**src/rtl/ctmr_pkg.sv**
```systemverilog
package ctmr_pkg;
  localparam int DATA_W   = 8;
  // byte layout of the control/status register (software decodes it)
  localparam int B_OVF_F  = 7;
  localparam int B_PER_F  = 6;
  localparam int B_OVF_C  = 5;
  localparam int B_PER_C  = 4;
  localparam int B_OVF_E  = 3;
  localparam int B_PER_E  = 2;
endpackage

```
**src/rtl/ctmr_prescale.sv**
```systemverilog
module ctmr_prescale #(
  parameter int DIV = 16
) (
  input  logic clk,
  input  logic rst,
  output logic tick
);
  localparam int PW = (DIV > 1) ? $clog2(DIV) : 1;

  generate
    if (DIV <= 1) begin : g_pass
      assign tick = 1'b1;
    end else begin : g_div
      logic [PW-1:0] pcnt;
      always_ff @(posedge clk) begin
        if (rst) pcnt <= '0;
        else if (pcnt == PW'(DIV - 1)) pcnt <= '0;
        else pcnt <= pcnt + 1'b1;
      end
      assign tick = (pcnt == PW'(DIV - 1));
    end
  endgenerate
endmodule

```
**src/rtl/ctmr_count.sv**
```systemverilog
module ctmr_count #(
  parameter int CNT_W = 8
) (
  input  logic clk,
  input  logic rst,
  input  logic tick,
  output logic wrap
);
  logic [CNT_W-1:0] cnt;

  always_ff @(posedge clk) begin
    if (rst) begin
      cnt  <= '0;
      wrap <= 1'b0;
    end else begin
      wrap <= tick && (&cnt);
      if (tick) cnt <= cnt + 1'b1;
    end
  end
endmodule

```
**src/rtl/ctmr_rate_div.sv**
```systemverilog
module ctmr_rate_div #(
  parameter int STAGES = 3,
  parameter int SEL_W  = 2
) (
  input  logic             clk,
  input  logic             rst,
  input  logic             step,
  input  logic [SEL_W-1:0] rate,
  output logic             period_done
);
  logic [STAGES-1:0] stage;
  logic [STAGES:0]   tap_hit;
  logic              hit;

  assign tap_hit[0] = 1'b1;
  generate
    for (genvar i = 1; i <= STAGES; i++) begin : g_tap
      assign tap_hit[i] = &stage[i-1:0];
    end
  endgenerate

  always_comb begin
    hit = 1'b0;
    for (int k = 0; k <= STAGES; k++)
      if (int'(rate) == k) hit = tap_hit[k];
  end

  always_ff @(posedge clk) begin
    if (rst) begin
      stage       <= '0;
      period_done <= 1'b0;
    end else begin
      period_done <= step && hit;
      if (step) stage <= stage + 1'b1;
    end
  end
endmodule

```
**src/rtl/core_tick_timer.sv**
```systemverilog
module core_tick_timer #(
  parameter int ADDR_W     = 8,
  parameter logic [ADDR_W-1:0] REG_ADDR = 'h08,
  parameter int PRE_DIV    = 16,
  parameter int CNT_W      = 8,
  parameter int RTI_STAGES = 3
) (
  input  logic              clk,
  input  logic              rst,
  input  logic [ADDR_W-1:0] addr,
  input  logic              wr_en,
  input  logic [7:0]        wr_data,
  input  logic              rd_en,
  output logic [7:0]        rd_data,
  output logic              irq
);
  import ctmr_pkg::*;

  localparam int SEL_W = $clog2(RTI_STAGES + 1);

  logic             tick, ovf_pulse, per_pulse;
  logic             ovf_flag, per_flag, ovf_en, per_en;
  logic [SEL_W-1:0] rate;
  logic             sel, wr_hit, rd_hit, clr_ovf, clr_per;
  logic [7:0]       rd_word;

  ctmr_prescale #(.DIV(PRE_DIV)) u_pre (
    .clk(clk), .rst(rst), .tick(tick)
  );

  ctmr_count #(.CNT_W(CNT_W)) u_cnt (
    .clk(clk), .rst(rst), .tick(tick), .wrap(ovf_pulse)
  );

  ctmr_rate_div #(.STAGES(RTI_STAGES), .SEL_W(SEL_W)) u_div (
    .clk(clk), .rst(rst), .step(ovf_pulse), .rate(rate),
    .period_done(per_pulse)
  );

  assign sel     = (addr == REG_ADDR);
  assign wr_hit  = wr_en && sel;
  assign rd_hit  = rd_en && sel;
  assign clr_ovf = wr_hit && wr_data[B_OVF_C];
  assign clr_per = wr_hit && wr_data[B_PER_C];

  always_comb begin
    rd_word              = '0;
    rd_word[B_OVF_F]     = ovf_flag;
    rd_word[B_PER_F]     = per_flag;
    rd_word[B_OVF_E]     = ovf_en;
    rd_word[B_PER_E]     = per_en;
    rd_word[SEL_W-1:0]   = rate;
  end

  always_ff @(posedge clk) begin
    if (rst) begin
      ovf_flag <= 1'b0;
      per_flag <= 1'b0;
      ovf_en   <= 1'b0;
      per_en   <= 1'b0;
      rate     <= '1;
      irq      <= 1'b0;
      rd_data  <= '0;
    end else begin
      // set events take priority over a clear in the same cycle
      if (ovf_pulse)    ovf_flag <= 1'b1;
      else if (clr_ovf) ovf_flag <= 1'b0;
      if (per_pulse)    per_flag <= 1'b1;
      else if (clr_per) per_flag <= 1'b0;
      if (wr_hit) begin
        ovf_en <= wr_data[B_OVF_E];
        per_en <= wr_data[B_PER_E];
        rate   <= wr_data[SEL_W-1:0];
      end
      irq     <= (ovf_flag && ovf_en) || (per_flag && per_en);
      rd_data <= rd_hit ? rd_word : 8'h00;
    end
  end
endmodule

```
**config.mk**
```make
export PLATFORM = sky130hd
export DESIGN_NAME = core_tick_timer
export DESIGN_NICKNAME = d
export VERILOG_FILES = /design/src/rtl/ctmr_pkg.sv /design/src/rtl/ctmr_prescale.sv /design/src/rtl/ctmr_count.sv /design/src/rtl/ctmr_rate_div.sv /design/src/rtl/core_tick_timer.sv
export SDC_FILE = /design/constraint.sdc
export NUM_CORES = 1
export LEC_CHECK = 0
export BUFFER_PORTS_ARGS = -buffer_cell sky130_fd_sc_hd__buf_2
export CAP_MARGIN = 20
export CORE_MARGIN = 8
export CORE_UTILIZATION = 55
export CTS_CLUSTER_SIZE = 28
export DETAILED_ROUTE_END_ITERATION = 16
export GPL_TIMING_DRIVEN = 0
export HOLD_SLACK_MARGIN = 0.02
export PLACE_DENSITY = 0.83
export SLEW_MARGIN = 20
export SYNTH_ARGS = -nofsm -noshare
export SYNTH_HDL_FRONTEND = slang
export SYNTH_HIERARCHICAL = 1
export SYNTH_SLANG_ARGS = --single-unit
export TNS_END_PERCENT = 10
```
**constraint.sdc**
```tcl
create_clock -name clk -period 2.9 [get_ports clk]
set_input_delay 0.58 -clock clk [delete_from_list [all_inputs] [get_ports clk]]
set_output_delay 0.58 -clock clk [all_outputs]
set_load 0.1 [all_outputs]
```
==> results.yml <==
clock_network:
  clk_pin_slew_ns: 0.09
  cts_tree: "yes"
  htreeDepth: 2
  cts_hold_buffers: 0
  numCtsBuffers: 5
  cts_buffer_depth: 2
  insertion_delay_ns: 0.32
  cts-resized-gates: 0
  clock_tree.root_cell: "clkbuf_4"
  cts_setup_buffers: 0
  cts_sinks: 30
final_layout:
  areaGrowthSynthToFinish_pct: 17.6
  antenna_cells: 0
  drive_gt1_share_pct: 28.3
  fin_nets: 176
  fillerInstances: 197
synthesis:
  ys_warn_count: 6
  yosys.cell_types.count: 32
  synth_top_cells_by_count: "dfxtp_1 (30), nor2_1 (17), mux2i_1 (8)"
  synthTopCellsByArea: "dfxtp_1 (48%), mux2i_1 (6.4%), nor2_1 (5.1%)"
  ys.flop_type: "dfxtp_1"
  async_flop_share_pct: 0
  synth_cells: 119
  synth_area_leader_cell: "dfxtp_1"
  ys_seq_area_share_pct: 48.1
  synth-seq-cells: 30
  netlist_area_um2: 1250
  yosysMostFrequentCell: "dfxtp_1"
  synth_enable_flop_cells: 0
  synth.avg_cell_area_um2: 10.5
  synth_top_area_share_pct: 48.1
die:
  ios: 29
  core_area_um2: 2170
  core.rowCount: 17
  initial_core_util_pct: 57.5
  die-area_um2: 4050
  dieWidth_um: 63.6
  fp.dieH_um: 63.6
timing:
  hold_viol: 0
  fin_crit_ns: 1.72
  setup_viol: 0
  grt_setup_unrepaired: "no"
  setup_slack_ns: 1.18
  max_freq_mhz: 582
  period_share_pct: 59.2
  finClkSkew_ns: 0.00447
  maxSlewViolCount: 0
  finalSetupTns_ns: 0
detailed_routing:
  vias_per_cell: 5.11
  wl_per_cell_um: 12.5
  wirelength_um: 2250
  vias: 920
  ant_nets: 0
  drt_iter0_drc: 12
  first_pass_iters: 4
  drc: 0
grt:
  grt_pass1_wl_um: 3930
  antenna_found_initial: 0
  overflow: 0
  grt_util_all_layers_pct: 12.3
  grt_pass1_vias: 957
  grt_max_degree: 13
setup_path:
  criticalPathCategory: "reg -> reg"
  crit_fanout: 6
  startpoint_type: "flip-flop"
  worst_path_max_delay_cell: "dfxtp_1"
  cp_num_cells: 6
  critPathBufInv: 1
  arrival_ns: 1.97
  reg2reg_depth: 6
  worstPathCellList: "ha_1 -> and3_4 -> buf_4 -> nand4_2 -> or3_1 -> a21oi_1"
  max_stage_delay_ns: 0.40
  endpoint_kind: "flip-flop"
  cp.required_ns: 3.15
  cpLargestDelayFamily: "simple AND/OR/NAND/NOR gates"
flow_run:
  cap_violations: 0
outcome:
  outcome: "completed"
place:
  pre_cts_slack_ns: 0.973
  dp_hpwl_um: 1740
  globalplace.congestion: 0.749
  io_buffer_count: 24
power:
  powerDensity_nw_per_um2: 492
  ir_worst_vdd_mv: 0.343
  power_leakage_nw: 0.622
worst_hold_path:
  hp-class: "in -> reg"
  hold_depth: 2
-- metrics by stage --
step           power [W]  cell area [um^2]  utilization, %  hold WS, ns  cells
6_report        0.000722              1470            67.6        0.456    180
5_1_grt         0.000752              1470            67.6        0.433    180
4_1_cts         0.000730              1470            67.6        0.443    180
3_5_place_dp    0.000477              1410            64.8        0.467    172
3_3_place_gp    0.000475              1410            64.8        0.446    172
2_1_floorplan   0.000459              1250               -        0.442    120
-- cell type report --
type / count / area (um^2) / share of cell area [%]
flip-flops and latches: 30 / 601 / 41.0
multi-input cells: 81 / 592 / 40.4
repair buffers: 24 / 120 / 8.19
clock buffers: 7 / 55.1 / 3.75
well taps: 28 / 35.0 / 2.39
plain buffers: 5 / 30.0 / 2.05
inverters: 4 / 28.8 / 1.96
clock inverters: 1 / 5.00 / 0.341
-- state kept, by name, indices dropped and copies added, names as in the netlist --
register and flops:
u_pre/g_div.pcnt 4, ovf_en 1, per_en 1, u_cnt/cnt 8
u_div/stage 3, rate 2, ovf_flag 1, u_cnt/wrap 1
u_div/period_done 1, irq 1, rd_data 6, per_flag 1
-- worst paths after layout --
path                            start      endpoint  slack (ns)
setup / recovery  u_pre/g_div.pcnt[0]  u_cnt/cnt[7]        1.18
hold / removal             wr_data[5]      ovf_flag        0.46
setup reg to reg  u_pre/g_div.pcnt[0]  u_cnt/cnt[7]        1.18
hold reg to reg     u_div/period_done      per_flag        0.48
-- metal layers --
| metal | vias to the layer above | share of wire [%] | global-route usage, % |
|---|---|---|---|
| met4 | 0 | 2.6 | 8.36 |
| li1 | 470 | - | - |
| met1 | 420 | 42 | 11.0 |
| met2 | 23 | 50 | 21.7 |
| met5 | - | 0 | 0 |
| met3 | 7 | 5.7 | 5.30 |
-- kinds of logic after synthesis --
family / after synthesis / share of synthesized area [%]
simple gates: 47 / 24.9
flops: 30 / 48.1
compound gates: 13 / 6.32
buf+inv: 9 / 4.71
mux: 8 / 6.42
xor+xnor: 6 / 4.21
fa+ha+maj: 5 / 5.02
other cells: 1 / 0.301
-- power by group --
| group | switching, W | internal [W] |
|---|---|---|
| sequential | 0.00000341 | 0.000415 |
| clock | 0.000137 | 0.000117 |
| combinational | 0.0000274 | 0.0000215 |
-- layout by cell type (no fill, tap or decap), types with 2 or more instances in the layout --
master and n:
xor2_1 3, mux2i_1 8, clkbuf_1 3, or3_1 3
nand2b_1 5, a311oi_1 2, nand3_1 2, and2_1 6
ha_1 5, dfxtp_1 30, nand4_1 2, nor2_1 17
clkbuf_4 5, buf_4 3, a21oi_1 5, conb_1 2
inv_1 3, o21ai_0 4, xnor2_1 3, buf_2 24
nand2_1 2
Power figures use the tool's default switching activity.
